**src/rtl/sc_fifo_pkg.sv**
```systemverilog
package sc_fifo_pkg;

  // cycles between an accepted write and the word becoming readable, beyond the write edge
  function automatic int unsigned flag_delay(input bit show_ahead, input bit out_reg);
    int unsigned d;
    d = 0;
    if (show_ahead) d++;
    if (out_reg) d++;
    return d;
  endfunction

  function automatic int unsigned cnt_width(input int unsigned depth);
    return $clog2(depth + 1);
  endfunction

endpackage

```
**src/rtl/sc_fifo_ptrs.sv**
```systemverilog
module sc_fifo_ptrs #(
  parameter int unsigned DEPTH = 16,
  parameter int unsigned AW    = 4,
  parameter int unsigned CW    = 5
) (
  input  logic          clk_i,
  input  logic          rst_ni,
  input  logic          clr_i,
  input  logic          wr_acc_i,
  input  logic          rd_acc_i,
  output logic [AW-1:0] wptr_o,
  output logic [AW-1:0] rptr_o,
  output logic [AW-1:0] rptr_nxt_o,
  output logic [CW-1:0] used_o,
  output logic          full_o
);

  localparam logic [CW-1:0] FULL_CNT = CW'(DEPTH);
  localparam logic [AW-1:0] LAST_IDX = AW'(DEPTH - 1);

  logic [AW-1:0] wptr_q, rptr_q;
  logic [CW-1:0] used_q, used_nxt;
  logic          full_q;

  function automatic logic [AW-1:0] bump(input logic [AW-1:0] p);
    return (p == LAST_IDX) ? '0 : p + 1'b1;
  endfunction

  assign rptr_nxt_o = rd_acc_i ? bump(rptr_q) : rptr_q;

  always_comb begin
    used_nxt = used_q;
    unique case ({wr_acc_i, rd_acc_i})
      2'b10:   used_nxt = used_q + 1'b1;
      2'b01:   used_nxt = used_q - 1'b1;
      default: used_nxt = used_q;
    endcase
  end

  always_ff @(posedge clk_i or negedge rst_ni) begin
    if (!rst_ni) begin
      wptr_q <= '0;
      rptr_q <= '0;
      used_q <= '0;
      full_q <= 1'b0;
    end else if (clr_i) begin
      wptr_q <= '0;
      rptr_q <= '0;
      used_q <= '0;
      full_q <= 1'b0;
    end else begin
      if (wr_acc_i) wptr_q <= bump(wptr_q);
      rptr_q <= rptr_nxt_o;
      used_q <= used_nxt;
      full_q <= (used_nxt == FULL_CNT);
    end
  end

  assign wptr_o = wptr_q;
  assign rptr_o = rptr_q;
  assign used_o = used_q;
  assign full_o = full_q;

  p_used_bound_r2: assert property (@(posedge clk_i) disable iff (!rst_ni)
    used_q <= FULL_CNT)
    else $error("usedw beyond depth");

  p_rptr_hold_r4: assert property (@(posedge clk_i) disable iff (!rst_ni)
    (!rd_acc_i && !clr_i) |=> $stable(rptr_q))
    else $error("read pointer moved without a read");

endmodule

```
**src/rtl/sc_fifo_avail.sv**
```systemverilog
module sc_fifo_avail #(
  parameter int unsigned DELAY = 0,
  parameter int unsigned CW    = 5
) (
  input  logic          clk_i,
  input  logic          rst_ni,
  input  logic          clr_i,
  input  logic          wr_acc_i,
  input  logic          rd_acc_i,
  output logic          empty_o,
  output logic          head_ld_o,
  output logic [CW-1:0] avail_o
);

  logic          wr_due;
  logic [CW-1:0] avail_q, avail_nxt;
  logic          empty_q;

  // delay line: a write counts as readable only after DELAY extra edges
  if (DELAY == 0) begin : g_direct
    assign wr_due = wr_acc_i;
  end else begin : g_pipe
    logic [DELAY-1:0] pipe_q;
    always_ff @(posedge clk_i or negedge rst_ni) begin
      if (!rst_ni) begin
        pipe_q <= '0;
      end else if (clr_i) begin
        pipe_q <= '0;
      end else begin
        pipe_q[0] <= wr_acc_i;
        for (int i = 1; i < int'(DELAY); i++) pipe_q[i] <= pipe_q[i-1];
      end
    end
    assign wr_due = pipe_q[DELAY-1];
  end

  always_comb begin
    avail_nxt = avail_q;
    unique case ({wr_due, rd_acc_i})
      2'b10:   avail_nxt = avail_q + 1'b1;
      2'b01:   avail_nxt = avail_q - 1'b1;
      default: avail_nxt = avail_q;
    endcase
  end

  always_ff @(posedge clk_i or negedge rst_ni) begin
    if (!rst_ni) begin
      avail_q <= '0;
      empty_q <= 1'b1;
    end else if (clr_i) begin
      avail_q <= '0;
      empty_q <= 1'b1;
    end else begin
      avail_q <= avail_nxt;
      empty_q <= (avail_nxt == '0);
    end
  end

  assign head_ld_o = !clr_i && (avail_nxt != '0);
  assign empty_o   = empty_q;
  assign avail_o   = avail_q;

  p_no_underflow_r4: assert property (@(posedge clk_i) disable iff (!rst_ni)
    rd_acc_i |-> !empty_q)
    else $error("read accepted with nothing readable");

  p_read_drain_r8: assert property (@(posedge clk_i) disable iff (!rst_ni)
    (rd_acc_i && !wr_due && !clr_i && avail_q == CW'(1)) |=> empty_q)
    else $error("empty not raised after last readable word");

endmodule

```
**src/rtl/sc_fifo_mem.sv**
```systemverilog
module sc_fifo_mem #(
  parameter int unsigned DATA_W     = 32,
  parameter int unsigned DEPTH      = 16,
  parameter int unsigned AW         = 4,
  parameter bit          SHOW_AHEAD = 1'b0
) (
  input  logic              clk_i,
  input  logic              rst_ni,
  input  logic              we_i,
  input  logic [AW-1:0]     waddr_i,
  input  logic [DATA_W-1:0] wdata_i,
  input  logic              rd_acc_i,
  input  logic [AW-1:0]     raddr_i,
  input  logic              head_ld_i,
  input  logic [AW-1:0]     head_addr_i,
  output logic [DATA_W-1:0] rdata_o
);

  logic [DATA_W-1:0] mem_q [DEPTH];
  logic [DATA_W-1:0] q_q;

  always_ff @(posedge clk_i) begin
    if (we_i) mem_q[waddr_i] <= wdata_i;
  end

  if (SHOW_AHEAD) begin : g_ahead
    // head register always tracks the oldest readable word
    always_ff @(posedge clk_i or negedge rst_ni) begin
      if (!rst_ni)        q_q <= '0;
      else if (head_ld_i) q_q <= mem_q[head_addr_i];
    end
    logic unused_ok;
    assign unused_ok = ^{rd_acc_i, raddr_i};
  end else begin : g_normal
    always_ff @(posedge clk_i or negedge rst_ni) begin
      if (!rst_ni)       q_q <= '0;
      else if (rd_acc_i) q_q <= mem_q[raddr_i];
    end
    logic unused_ok;
    assign unused_ok = ^{head_ld_i, head_addr_i};
  end

  assign rdata_o = q_q;

endmodule

```
**src/rtl/sc_fifo.sv**
```systemverilog
module sc_fifo
  import sc_fifo_pkg::*;
#(
  parameter int unsigned DATA_W     = 32,
  parameter int unsigned DEPTH      = 16,
  parameter bit          SHOW_AHEAD = 1'b0,
  parameter bit          OUT_REG    = 1'b0,
  localparam int unsigned AW        = (DEPTH > 1) ? $clog2(DEPTH) : 1,
  localparam int unsigned CW        = cnt_width(DEPTH)
) (
  input  logic              clk_i,
  input  logic              rst_ni,
  input  logic              clr_i,
  input  logic              wr_i,
  input  logic [DATA_W-1:0] wdata_i,
  input  logic              rd_i,
  output logic [DATA_W-1:0] rdata_o,
  output logic              full_o,
  output logic              empty_o,
  output logic [CW-1:0]     usedw_o
);

  localparam int unsigned DELAY = flag_delay(SHOW_AHEAD, OUT_REG);

  logic          wr_acc, rd_acc, head_ld;
  logic [AW-1:0] wptr, rptr, rptr_nxt;
  logic [CW-1:0] avail;

  // clear wins over both requests
  assign wr_acc = wr_i && !full_o  && !clr_i;
  assign rd_acc = rd_i && !empty_o && !clr_i;

  sc_fifo_ptrs #(.DEPTH(DEPTH), .AW(AW), .CW(CW)) u_ptrs (
    .clk_i     (clk_i),
    .rst_ni    (rst_ni),
    .clr_i     (clr_i),
    .wr_acc_i  (wr_acc),
    .rd_acc_i  (rd_acc),
    .wptr_o    (wptr),
    .rptr_o    (rptr),
    .rptr_nxt_o(rptr_nxt),
    .used_o    (usedw_o),
    .full_o    (full_o)
  );

  sc_fifo_avail #(.DELAY(DELAY), .CW(CW)) u_avail (
    .clk_i    (clk_i),
    .rst_ni   (rst_ni),
    .clr_i    (clr_i),
    .wr_acc_i (wr_acc),
    .rd_acc_i (rd_acc),
    .empty_o  (empty_o),
    .head_ld_o(head_ld),
    .avail_o  (avail)
  );

  sc_fifo_mem #(.DATA_W(DATA_W), .DEPTH(DEPTH), .AW(AW), .SHOW_AHEAD(SHOW_AHEAD)) u_mem (
    .clk_i      (clk_i),
    .rst_ni     (rst_ni),
    .we_i       (wr_acc),
    .waddr_i    (wptr),
    .wdata_i    (wdata_i),
    .rd_acc_i   (rd_acc),
    .raddr_i    (rptr),
    .head_ld_i  (head_ld),
    .head_addr_i(rptr_nxt),
    .rdata_o    (rdata_o)
  );

  p_full_count_r1: assert property (@(posedge clk_i) disable iff (!rst_ni)
    full_o |-> (usedw_o == CW'(DEPTH)))
    else $error("full without full count");

  p_avail_le_used_r2: assert property (@(posedge clk_i) disable iff (!rst_ni)
    avail <= usedw_o)
    else $error("readable words exceed stored words");

  p_no_overflow_r3: assert property (@(posedge clk_i) disable iff (!rst_ni)
    (wr_i && full_o && !rd_i && !clr_i) |=> $stable(usedw_o))
    else $error("write while full changed count");

  p_rd_empty_drop_r4: assert property (@(posedge clk_i) disable iff (!rst_ni)
    (rd_i && empty_o && !wr_i && !clr_i) |=> $stable(usedw_o))
    else $error("read while empty changed count");

  p_rw_steady_r5: assert property (@(posedge clk_i) disable iff (!rst_ni)
    (wr_i && rd_i && !full_o && !empty_o && !clr_i) |=> $stable(usedw_o))
    else $error("simultaneous read and write changed count");

  p_clear_r10: assert property (@(posedge clk_i) disable iff (!rst_ni)
    clr_i |=> (empty_o && !full_o && usedw_o == '0))
    else $error("clear did not empty the FIFO");

endmodule

```
**config.mk**
```make
export PLATFORM = sky130hd
export DESIGN_NAME = sc_fifo
export DESIGN_NICKNAME = d
export VERILOG_FILES = /design/src/rtl/sc_fifo_pkg.sv /design/src/rtl/sc_fifo_ptrs.sv /design/src/rtl/sc_fifo_avail.sv /design/src/rtl/sc_fifo_mem.sv /design/src/rtl/sc_fifo.sv
export SDC_FILE = /design/constraint.sdc
export NUM_CORES = 1
export LEC_CHECK = 0
export ABC_AREA = 1
export CORE_ASPECT_RATIO = 0.75
export CORE_UTILIZATION = 65
export DETAILED_ROUTE_END_ITERATION = 7
export PLACE_DENSITY = 0.84
export SLEW_MARGIN = 5
export SYNTH_ARGS = -nofsm -noshare
export SYNTH_HDL_FRONTEND = slang
export SYNTH_SLANG_ARGS = --single-unit
```
**constraint.sdc**
```tcl
create_clock -name clk_i -period 6.43 [get_ports clk_i]
set_input_delay 1.286 -clock clk_i [delete_from_list [all_inputs] [get_ports clk_i]]
set_output_delay 1.286 -clock clk_i [all_outputs]
set_load 0.02 [all_outputs]
```
-- Word level (Yosys, flattened, before mapping)
Memories as Yosys holds them, arrays and structs flattened. A register that Yosys moved wholly into a read port is not among the register bits.
Index checks and enable logic that the tools add are counted.
- word-level logic and storage cells: 43
- bits in writable memories: 512
- register bits: 20
- memories: 1
- memories (memory ; words ; bits a word ; rd ports ; clocked after memory_dff ; write ports ; RTL line ; RTL):
    u_mem.mem_q ; 16 ; 32 ; 1 ; 1 ; 1 ; sc_fifo_mem.sv:19 ; logic [DATA_W-1:0] mem_q [DEPTH];
- muxes and demuxes: 14
- add/sub/neg operators: 6
- reduce and logical (&&, ||, !) cells: 11
- eq/ne operators: 5
- operators with widths (operator ; number):
    $mux W4 ; 6
    $pmux W5 S2 ; 2
    $add A5 B1 Y5 const B ; 2
    $mux W5 ; 2
    $sub A5 B1 Y5 const B ; 2
    $add A4 B1 Y4 const B ; 2
    $eq A4 B4 Y1 const B ; 2
    $eq A5 B5 Y1 const B ; 1
    $logic_not A5 Y1 ; 1
    $logic_and A1 B1 Y1 ; 4
    $logic_not A1 Y1 ; 4
    $mux W1 ; 4
    $reduce_bool A2 Y1 ; 2
    $eq A2 B1 Y1 const B ; 1
    $eq A2 B2 Y1 const B ; 1

-- Logic depth before layout (Yosys ltp)
Gate-level depths: netlist of run 1.
- depth after elaboration: 7
- gate-level depth with buffers: 18

-- Cells and area by module
From an unflattened synthesis of run 1, not the netlist that was laid out.
- cell total of the unflattened synthesis: 2038
- area, all modules: 23262.3 um^2
- by module, submodules not included (module ; cells an instance ; sequential area each (um^2) ; area an instance (um^2) ; times used):
    sc_fifo_mem ; 1842 ; 16175.5 ; 21839.7 ; 1
    sc_fifo_ptrs ; 117 ; 350.3 ; 907.1 ; 1
    sc_fifo_avail ; 73 ; 151.4 ; 493.0 ; 1
    sc_fifo ; 6 ; 0.0 ; 22.5 ; 1

-- Least setup slack after synthesis of run 1
No wires, ideal clock.
- path kind: input-to-reg
- start: in clr_i
- end: mem u_mem.mem_q[12][0] (enable)
- data required time: 5.969 ns
- setup time: 0.461 ns
- slack: 2.046 ns
- arrival time: 3.923 ns
- buffers on the path: 2
- stages: 3
- cell sequence: buf_2 clkbuf_1 nor3_1
- longest elaborated chain between the ends: 4
- ends and longest elaborated chain (item ; RTL line ; RTL):
    from (decl) ; sc_fifo.sv:13 ; input logic clr_i,
    $logic_not A1 Y1 ; n/a ;
    $logic_and A1 B1 Y1 ; sc_fifo.sv:30 ; assign wr_acc = wr_i && !full_o && !clr_i;
    $mux W1 ; sc_fifo_mem.sv:23 ; if (we_i) mem_q[waddr_i] <= wdata_i;
    $mux W1 (not written as such) ; sc_fifo_mem.sv:23 ;
    to (decl) ; sc_fifo_mem.sv:19 ;
Every way passes these cells.

-- Worst setup path after layout of run 1
- start: in clr_i
- end: reg u_ptrs.full_q (netlist: u_ptrs.full_o)
- longest elaborated chain between the ends: 6
- elaborated cells on any way between the ends: 8
- those cells by class: eq/ne (3); mux (2); reduce/logical (3)
- ends and longest elaborated chain (item ; RTL line ; RTL):
    $logic_not A1 Y1 ; n/a ;
    $logic_and A1 B1 Y1, on equally long branches ; sc_fifo.sv:31, sc_fifo.sv:30 ;
    $eq A2 B1 Y1 / $eq A2 B2 Y1 (equally long branches) ; sc_fifo_ptrs.sv:33 ; unique case ({wr_acc_i, rd_acc_i})
    $pmux W5 S2 ; sc_fifo_ptrs.sv:33 ;
    $eq A5 B5 Y1 ; sc_fifo_ptrs.sv:55 ; full_q <= (used_nxt == FULL_CNT);
    $mux W1 * ; sc_fifo_ptrs.sv:46 ; end else if (clr_i) begin
    to (signal assigned) ; sc_fifo_ptrs.sv:55 ;
    to (decl) ; sc_fifo_ptrs.sv:23 ; logic full_q;
Every way passes the cells marked *; elsewhere a longest branch is shown, timed or not.
A chain may end at the register's enable or synchronous reset.

==> results.sh, run 1 <==
export IMPL_status="finished clean"
export IMPL_pwr_share_comb_pct=16.9
export IMPL_cts_hold_buffers=0
export IMPL_hold_class="reg -> reg"
export IMPL_initial_core_util_pct=66.3
export IMPL_vias=14800
export IMPL_antenna_found_initial=0
export IMPL_layout_cells_non_filler=2281
export IMPL_holdWs_ps=482
export IMPL_grt_pass1_vias=14300
export IMPL_fmax_ghz=0.240
export IMPL_period_needed_ps=4160
export IMPL_p_int_mw=6.58
export IMPL_final_common_cell="edfxtp_1"
export IMPL_p_sw_mw=2.44
export IMPL_power_switching_share_pct=27.1
export IMPL_worstPathArrival_ps=4630
export IMPL_layout_common_cells="512 x edfxtp_1, 305 x nor2_1, 250 x o21ai_0"
export IMPL_cts_buffers_inserted=51
export IMPL_path_clk_slew_ps=60
export IMPL_yosys_area_share_simple_pct=9.26
export IMPL_viasPerCell=6.48
export IMPL_dp_cells=2187
export IMPL_p_seq_share_pct=47.6
export IMPL_cts_root_buf="clkbuf_16"
export IMPL_h_tree_depth=2
export IMPL_fill_cells=1992
export IMPL_finalHoldViolations=0
export IMPL_p_per_area_mw_per_mm2=359
export IMPL_io_pins=76
export IMPL_drv_slew=0
export IMPL_area_growth_pct=12.7
export IMPL_synth_xor_area_share_pct=0.236
export IMPL_core_mm2=0.0337
export IMPL_cp_required_ps=6900
export IMPL_fin_setup_tns_ps=0
export IMPL_rsz0062_at_grt="no"
export IMPL_setup_ws_ps=2270
export IMPL_drc_errors=0
export IMPL_peakVddDrop_mv=0.336
export IMPL_power_total_mw=9.02
export IMPL_synth_warning_count=0
export IMPL_register_area_mm2=0.0167
export IMPL_syn_area_mm2=0.0223
export IMPL_place_gp_congestion=0.847
export IMPL_synth_mux_area_share_pct=0.449
export IMPL_synth_top_family_by_area="compound AO/OA/AOI/OAI gates"
export IMPL_die_x_um=216
export IMPL_dieArea_mm2=0.0351
export IMPL_worstSetupEndpointType="flip-flop"
export IMPL_ys_seq_elements=564
export IMPL_grt_pass1_wl_mm=79.8
export IMPL_firstDrtPassIters=6
export IMPL_utilization_pct=74.7
export IMPL_cts_resized=0
export IMPL_numPortBuffers=75
export IMPL_finalClockSkew_ps=12.7
export IMPL_critPathKind="in -> reg"
export IMPL_p_leak_nw=8.60
export IMPL_synth_compound_area_share_pct=11.9
export IMPL_setup_violations_final=0
export IMPL_wire_per_inst_um=22.9
export IMPL_overflow=0
export IMPL_post_cts_buffers=0
export IMPL_grt_max_degree=145
export IMPL_syn_avg_cell_area_um2=12.7
export IMPL_layout_drive_gt1_share_pct=6.94
export IMPL_place_hpwl_mm=27.6
export IMPL_cp_max_fo=18
export IMPL_drtIter0Drc=2001
export IMPL_grt_total_usage_pct=30.0
export IMPL_p_clk_share_pct=35.5
export IMPL_diodes=0
export IMPL_drtAntennaViolNets=0
export IMPL_stdcell_area_mm2=0.0251
export IMPL_worstMarginPinSlew_ps=1220
export IMPL_clock_sinks=564
export IMPL_drv_cap=0
export IMPL_place_ws_ps=1750
export IMPL_placed_cell_area_mm2=0.0234
export IMPL_relSlewSlack_pct=18.7
export IMPL_fin_crit_sh_pct=64.7
export IMPL_core_rowCount=58
export IMPL_wl_mm=52.3
export IMPL_multi_input_area_mm2=0.00508
export IMPL_ys_seq_area_share_pct=74.8
export IMPL_synth_fa_ha_area_share_pct=0.449
export IMPL_syn_inst=1752
export IMPL_ys_types=34
export IMPL_cts_max_path_buffers=3
export IMPL_die_y_um=162
export IMPL_critical_path_startpoint_type="primary input"
export IMPL_tritoncts="done"
export IMPL_final_nets=1835
export IMPL_syn_num_nets=1797
export IMPL_insertion_delay_ps=590
cells in the mapped netlist:
cell,count,area (µm²)
nand3_2,3,30.0
xor2_1,5,43.8
nand3b_1,3,22.5
ha_1,8,100
nand2_2,1,6.26
a21oi_1,23,115
mux2i_1,10,100
inv_2,1,3.75
nor3_4,1,16.3
buf_1,2,7.51
o21ai_1,62,310
dfrtp_1,51,1280
dfstp_2,1,26.3
o32ai_1,1,8.76
clkinv_1,1,3.75
nand3_1,20,100
buf_6,3,33.8
buf_4,11,82.6
o22ai_1,148,926
o21ai_0,250,1250
inv_1,32,120
inv_4,2,12.5
or2_2,1,6.26
clkbuf_1,60,225
nor3_1,4,20.0
nor2_2,2,12.5
nand2_1,174,653
edfxtp_1,512,15400
xnor2_1,1,8.76
clkbuf_2,1,5.00
nor2_1,318,1190
o31ai_1,5,37.5
nand4_1,1,6.26
buf_2,34,170
metal layers:
layer  wire length, µm  global-route usage (%)  vias up
met5                 0                       0        -
met4              1570                    11.6        0
met3              5070                    4.30      127
met2             24500                    47.0      936
met1             21100                    43.4     7262
li1                  -                       -     6466
worst max-delay path: stages:
cell             delay [ps]
clkdlybuf4s50_1         840
nor3_4                 1000
buf_4                   430
nand3_1                 110
nand2_1                 110
ha_1                    150
inv_1                    40
nand2_1                 110
nand3_2                 110
nand2_1                 120
nand2_1                  60
nand2_1                  50
nand2_1                  50
nand3_1                  90
nor2_1                   50
registers in the layout, summed over array words and instances, names as in the netlist:
| signal | cells |
|---|---|
| u_mem.rdata_o | 32 |
| u_avail.avail_o | 5 |
| u_ptrs.rptr_o | 4 |
| u_ptrs.full_o | 1 |
| u_mem.mem_q | 512 |
| u_ptrs.used_o | 5 |
| u_avail.empty_o | 1 |
| u_ptrs.wptr_o | 4 |
cell type report:
cell class,instances,share of cell area [%]
clock inverters,26,1.44
flip-flops and latches,564,66.4
well taps,450,2.24
inverters,36,0.567
multi-input cells,1041,20.2
repair buffers,96,3.59
clock buffers,68,5.57
logic make-up after synthesis:
group / count (synthesis)
DFF: 564
and+or+nand+nor: 528
buffers and inverters: 147
xor gates and xnor gates: 6
muxes: 10
adders and majority gates: 8
AOI/OAI and AO/OA: 489
worst paths after layout:
kind                                   from           endpoint  slack [ps]  cells past startpoint
max in group asynchronous            rst_ni   u_ptrs.rptr_o[1]        4910                      2
hold reg to reg            u_mem.rdata_o[9]   u_mem.rdata_o[9]         480                      2
setup / recovery                      clr_i      u_ptrs.full_o        2270                     15
setup reg to reg           u_ptrs.rptr_o[0]  u_mem.rdata_o[14]        2980                      8
hold / removal             u_mem.rdata_o[9]   u_mem.rdata_o[9]         480                      2
min in group asynchronous            rst_ni   u_ptrs.used_o[2]         890                      2
power groups by stage:
stage | logic [mW] | clock network, mW | registers (mW)
floorplan | 0.874 | 0 | 4.43
global placement | 1.44 | 0 | 4.35
detailed placement | 1.49 | 0 | 4.36
CTS | 1.51 | 3.21 | 4.29
global route | 1.66 | 3.35 | 4.31
finish | 1.53 | 3.20 | 4.29
No activity file was read; power rests on OpenSTA's default activity.
==> run 2: changes to the inputs <==
Settings changed: CORE_UTILIZATION 65 to 55, PLACE_DENSITY 0.84 to 0.76.
Clock period 6.43 ns to 3.5 ns, I/O delays scaled along.
==> run 2 against run 1 <==
Compared with the run above:
- flip-flop and latch count stayed put
- global-route usage is 3.8 points lower
- combinational power is 88% higher
- critical path type unchanged
- largest power group unchanged
- sequential power is 83% higher
- via count is 0.72% lower
==> results.sh, run 2 (synthesis gave the netlist of run 1 again) <==
export IMPL_overflow=0
export IMPL_worstPathArrival_ps=3020
export IMPL_cp_max_fo=10
export IMPL_worstMarginPinSlew_ps=790
export IMPL_die_y_um=176
export IMPL_r2r_end="u_mem.rdata_o[5]"
export IMPL_hold_class="in -> async"
export IMPL_place_gp_congestion=0.825
export IMPL_drv_slew=0
export IMPL_critPathKind="in -> reg"
export IMPL_setup_violations_final=0
export IMPL_cts_resized=0
export IMPL_worstSetupEndpoint="u_avail.empty_o"
export IMPL_dp_cells=2285
export IMPL_clock_sinks=564
export IMPL_layout_common_cells="512 x edfxtp_1, 305 x nor2_1, 250 x o21ai_0"
export IMPL_core_mm2=0.0397
export IMPL_fin_setup_tns_ps=0
export IMPL_cts_hold_buffers=0
export IMPL_fill_cells=2846
export IMPL_viasPerCell=6.17
export IMPL_r2r_slack_ps=1100
export IMPL_relSlewSlack_pct=47.3
export IMPL_crit_chain="clkdlybuf4s50_1 -> nand2_2 -> nor2_1 -> inv_1 -> ha_1 -> inv_1 -> nand3_1 -> o21ai_0 -> o21ai_0 -> nand2_1 -> nor2_1"
export IMPL_cp_required_ps=4020
export IMPL_grt_pass1_vias=14500
export IMPL_firstDrtPassIters=6
export IMPL_area_growth_pct=14.2
export IMPL_finalHoldViolations=0
export IMPL_core_rowCount=63
export IMPL_critical_path_startpoint_type="primary input"
export IMPL_numPortBuffers=75
export IMPL_finalClockSkew_ps=24.2
export IMPL_layout_cells_non_filler=2381
export IMPL_drv_cap=0
export IMPL_wire_per_inst_um=22.3
export IMPL_stdcell_area_mm2=0.0255
export IMPL_cp_slowest_cell="ha_1"
export IMPL_p_leak_nw=8.74
export IMPL_die_x_um=235
export IMPL_regToRegStartpoint="u_ptrs.rptr_o[1]"
export IMPL_fin_crit_sh_pct=71.6
export IMPL_period_needed_ps=2510
export IMPL_dieArea_mm2=0.0414
export IMPL_cts_max_path_buffers=3
export IMPL_place_hpwl_mm=29.0
export IMPL_drc_errors=0
export IMPL_initial_core_util_pct=56.2
export IMPL_cts_root_buf="clkbuf_16"
export IMPL_insertion_delay_ps=580
export IMPL_final_nets=1863
export IMPL_p_per_area_mw_per_mm2=636
export IMPL_drtIter0Drc=1766
export IMPL_io_pins=76
export IMPL_multi_input_area_mm2=0.00508
export IMPL_grt_pass1_wl_mm=82.4
export IMPL_drtAntennaViolNets=0
export IMPL_register_area_mm2=0.0167
export IMPL_post_cts_buffers=0
export IMPL_path_clk_slew_ps=60
export IMPL_vias=14700
export IMPL_top_register="u_mem.mem_q"
export IMPL_grt_total_usage_pct=26.2
export IMPL_slowest_delay_ps=530
export IMPL_h_tree_depth=2
export IMPL_peakVddDrop_mv=0.521
export IMPL_grt_max_degree=142
export IMPL_layout_drive_gt1_share_pct=8.71
export IMPL_final_common_cell="edfxtp_1"
export IMPL_r2r_cells=8
export IMPL_tritoncts="done"
export IMPL_wl_mm=53.2
export IMPL_placed_cell_area_mm2=0.0239
export IMPL_cts_buffers_inserted=51
export IMPL_largest_register_ffs=512
export IMPL_worstSetupEndpointType="flip-flop"
export IMPL_rsz0062_at_grt="no"
export IMPL_startpoint="wr_i"
export IMPL_fmax_ghz=0.399
export IMPL_status="finished clean"
export IMPL_antenna_found_initial=0
-- run 2: cell types whose count changed in the layout (fill, tap and decap cells not counted), sizes merged --
cell	change
buf	+28
bufinv	-5
clkbuf	-1
clkinv	+3
clkinvlp	+2
diode	+2
inv	+1
-- run 2: worst min path at each step --
| stage | startpoint | to | slack [ps] |
|---|---|---|---|
| 6_report | rst_ni | u_ptrs.full_o | 120 |
| 5_1_grt | rst_ni | u_ptrs.full_o | 150 |
| 4_1_cts | rst_ni | u_ptrs.used_o[0] | 130 |
| 3_5_place_dp | u_mem.rdata_o[13] | u_mem.rdata_o[13] | 470 |
| 3_3_place_gp | u_mem.rdata_o[13] | u_mem.rdata_o[13] | 460 |
| 2_1_floorplan | rst_ni | u_avail.avail_o[0] | 400 |
-- run 2: area by class of cell --
type / instances / area share (%)
diodes: 2 / 0.0196
clock buffers: 67 / 5.40
clock inverters: 27 / 0.992
inverters: 36 / 0.560
multi-input cells: 1041 / 19.9
flip-flops and latches: 564 / 65.5
well taps: 520 / 2.55
repair buffers: 124 / 5.06
-- run 2: per-layer routing --
layer  global-route usage, %  vias to the layer above  routed length [µm]
met3                    3.94                      112                4650
met5                       0                        -                   0
li1                        -                     6548                   -
met4                    7.77                        0                1280
met1                    37.3                     7195               22000
met2                    42.1                      830               25300
-- run 2: stage by stage --
step / util [%] / total power [mW] / hold WS (ps) / worst slack [ps]
5_1_grt: 64.1 / 16.9 / 146 / 751
3_5_place_dp: 60.0 / 10.8 / 470 / 429
3_3_place_gp: 60.0 / 10.7 / 465 / 464
6_report: 64.2 / 16.2 / 118 / 993
2_1_floorplan: - / 9.75 / 404 / -298
4_1_cts: 64.1 / 16.3 / 126 / 1010
-- run 2: power by group --
| part | internal (mW) | switching, mW | leakage (nW) |
|---|---|---|---|
| logic | 1.04 | 1.84 | 2.67 |
| registers | 7.63 | 0.202 | 5.27 |
| clock network | 3.08 | 2.43 | 0.799 |
| total | 11.7 | 4.47 | 8.74 |
-- run 2: critical path, delay by kind of cell --
kind	cells	cell delay (ps)
and+or+nand+nor	5	700
AOI/OAI and AO/OA	2	260
buffers and inverters	3	830
adders and majority gates	1	530
==> run 3: changes to the inputs <==
Clock period 3.5 ns to 2.25 ns, I/O delays scaled along.
==> run 3 against run 2 <==
Compared with the run above:
- final cell count is 2.2% higher
- count of clock-buffer cells in the layout is 10 higher
- core utilization is 1.7 points higher
- clock power is 50% higher
- sequential power is 54% higher
- flip-flop and latch count stayed put
- worst hold slack better by 120 ps
- largest cell class unchanged
- largest power group unchanged
- highest routed layer unchanged
==> results.sh, run 3 (synthesis gave the netlist of run 1 again) <==
export IMPL_status="finished clean"
export IMPL_hold_class="in -> async"
export IMPL_insertion_delay_ps=580
export IMPL_die_x_um=235
export IMPL_initial_core_util_pct=56.2
export IMPL_placed_cell_area_mm2=0.0246
export IMPL_overflow=0
export IMPL_cts_max_path_buffers=3
export IMPL_pwr_share_comb_pct=19.1
export IMPL_p_clk_share_pct=32.7
export IMPL_grt_pass1_vias=14500
export IMPL_final_common_cell="edfxtp_1"
export IMPL_die_y_um=176
export IMPL_place_gp_congestion=0.837
export IMPL_grt_pass1_wl_mm=82.2
export IMPL_worstSetupEndpointType="primary output"
export IMPL_drtIter0Drc=1617
export IMPL_worstMarginPinSlew_ps=624
export IMPL_h_tree_depth=2
export IMPL_cp_required_ps=1800
export IMPL_antenna_found_initial=0
export IMPL_finalHoldViolations=0
export IMPL_wire_per_inst_um=21.9
export IMPL_top_register="u_mem.mem_q"
export IMPL_area_growth_pct=17.3
export IMPL_diodes=0
export IMPL_relSlewSlack_pct=58.3
export IMPL_drc_errors=0
export IMPL_p_per_area_mw_per_mm2=963
export IMPL_power_total_mw=25.2
export IMPL_core_mm2=0.0397
export IMPL_p_int_mw=18.3
export IMPL_drv_cap=0
export IMPL_tritoncts="done"
export IMPL_layout_drive_gt1_share_pct=10.6
export IMPL_setup_violations_final=0
export IMPL_finalClockSkew_ps=18.0
export IMPL_slowest_delay_ps=650
export IMPL_critPathKind="reg -> out"
export IMPL_largest_register_ffs=512
export IMPL_grt_total_usage_pct=26.2
export IMPL_r2r_end="u_mem.rdata_o[6]"
export IMPL_p_sw_mw=6.88
export IMPL_core_rowCount=63
export IMPL_rsz0062_at_grt="no"
export IMPL_drtAntennaViolNets=0
export IMPL_path_clk_slew_ps=60
export IMPL_numPortBuffers=75
export IMPL_crit_chain="clkdlybuf4s50_1"
export IMPL_critPathTopFamily="buffers and inverters"
export IMPL_dieArea_mm2=0.0414
export IMPL_stdcell_area_mm2=0.0262
export IMPL_cp_max_fo=4
export IMPL_p_seq_share_pct=48.2
export IMPL_multi_input_area_mm2=0.00510
export IMPL_fill_cells=2789
export IMPL_critical_path_startpoint_type="flip-flop"
export IMPL_drv_slew=0
export IMPL_place_hpwl_mm=30.8
export IMPL_cp_slowest_cell="clkdlybuf4s50_1"
export IMPL_fmax_ghz=0.475
export IMPL_final_nets=1918
export IMPL_vias=14700
export IMPL_clock_sinks=564
export IMPL_io_pins=76
export IMPL_period_needed_ps=2110
export IMPL_peakVddDrop_mv=0.596
export IMPL_cp_num_buf_inv=1
export IMPL_r2r_slack_ps=270
export IMPL_startpoint="u_ptrs.used_o[3]"
export IMPL_viasPerCell=6.06
export IMPL_register_area_mm2=0.0167
export IMPL_wl_mm=53.2
export IMPL_crit_cells=1
export IMPL_cts_root_buf="clkbuf_16"
export IMPL_r2r_cells=9
export IMPL_regToRegStartpoint="u_ptrs.rptr_o[0]"
export IMPL_firstDrtPassIters=5
export IMPL_p_leak_nw=9.09
export IMPL_fin_crit_sh_pct=93.6
export IMPL_holdWs_ps=234
export IMPL_grt_max_degree=119
export IMPL_worstPathArrival_ps=1660
export IMPL_worstSetupEndpoint="usedw_o[3]"
export IMPL_layout_common_cells="512 x edfxtp_1, 305 x nor2_1, 250 x o21ai_0"
export IMPL_power_switching_share_pct=27.3
export IMPL_cts_buffers_inserted=50
[run 3: through the flow]
step / setup TNS, ps / setup WS (ps) / util [%] / instances
2_1_floorplan: -183840 / -391 / - / 1752
3_3_place_gp: -13800 / -227 / 61.9 / 2340
3_5_place_dp: -25580 / -264 / 61.9 / 2340
4_1_cts: 0 / 133 / 65.9 / 2434
5_1_grt: 0 / 46.8 / 65.9 / 2434
6_report: 0 / 144 / 65.9 / 2434
[run 3: what timing repair did]
item	4_1_cts	5_1_grt
hold buffers	1	0
gates resized for setup	1	0
setup buffers	0	0
setup endpoints to repair	1	0
endpoints found under the hold margin	42	0
[run 3: worst min path at each step]
stage,startpoint,to,slack (ps),cells past startpoint
2_1_floorplan,rst_ni,u_avail.avail_o[0],150,0
3_3_place_gp,rst_ni,u_mem.rdata_o[20],290,1
3_5_place_dp,rst_ni,u_mem.rdata_o[19],290,1
4_1_cts,rst_ni,u_mem.rdata_o[20],210,2
5_1_grt,rst_ni,u_mem.rdata_o[20],230,2
6_report,rst_ni,u_mem.rdata_o[20],230,2
[run 3: power groups by stage]
stage	clock network, mW	logic, mW	registers [mW]
5_1_grt	8.73	5.27	12.2
6_report	8.25	4.82	12.1
4_1_cts	8.33	4.81	12.1
2_1_floorplan	0	2.50	12.7
3_3_place_gp	0	4.67	12.3
3_5_place_dp	0	4.79	12.4
[run 3: layout make-up]
| class | count | area share, % |
|---|---|---|
| timing repair buffer | 180 | 7.78 |
| inverter | 36 | 0.545 |
| tap | 520 | 2.49 |
| clock inverter | 16 | 0.664 |
| sequential | 564 | 63.8 |
| multi-input combinational | 1041 | 19.5 |
| clock buffer | 77 | 5.28 |
[run 3: layer usage]
| layer | vias up | GRT usage, % | share of wire [%] |
|---|---|---|---|
| li1 | 6645 | - | - |
| met1 | 7283 | 37.3 | 42 |
| met2 | 702 | 41.8 | 48 |
| met3 | 117 | 4.13 | 8.3 |
| met4 | 0 | 8.23 | 2.5 |
| met5 | - | 0 | 0 |
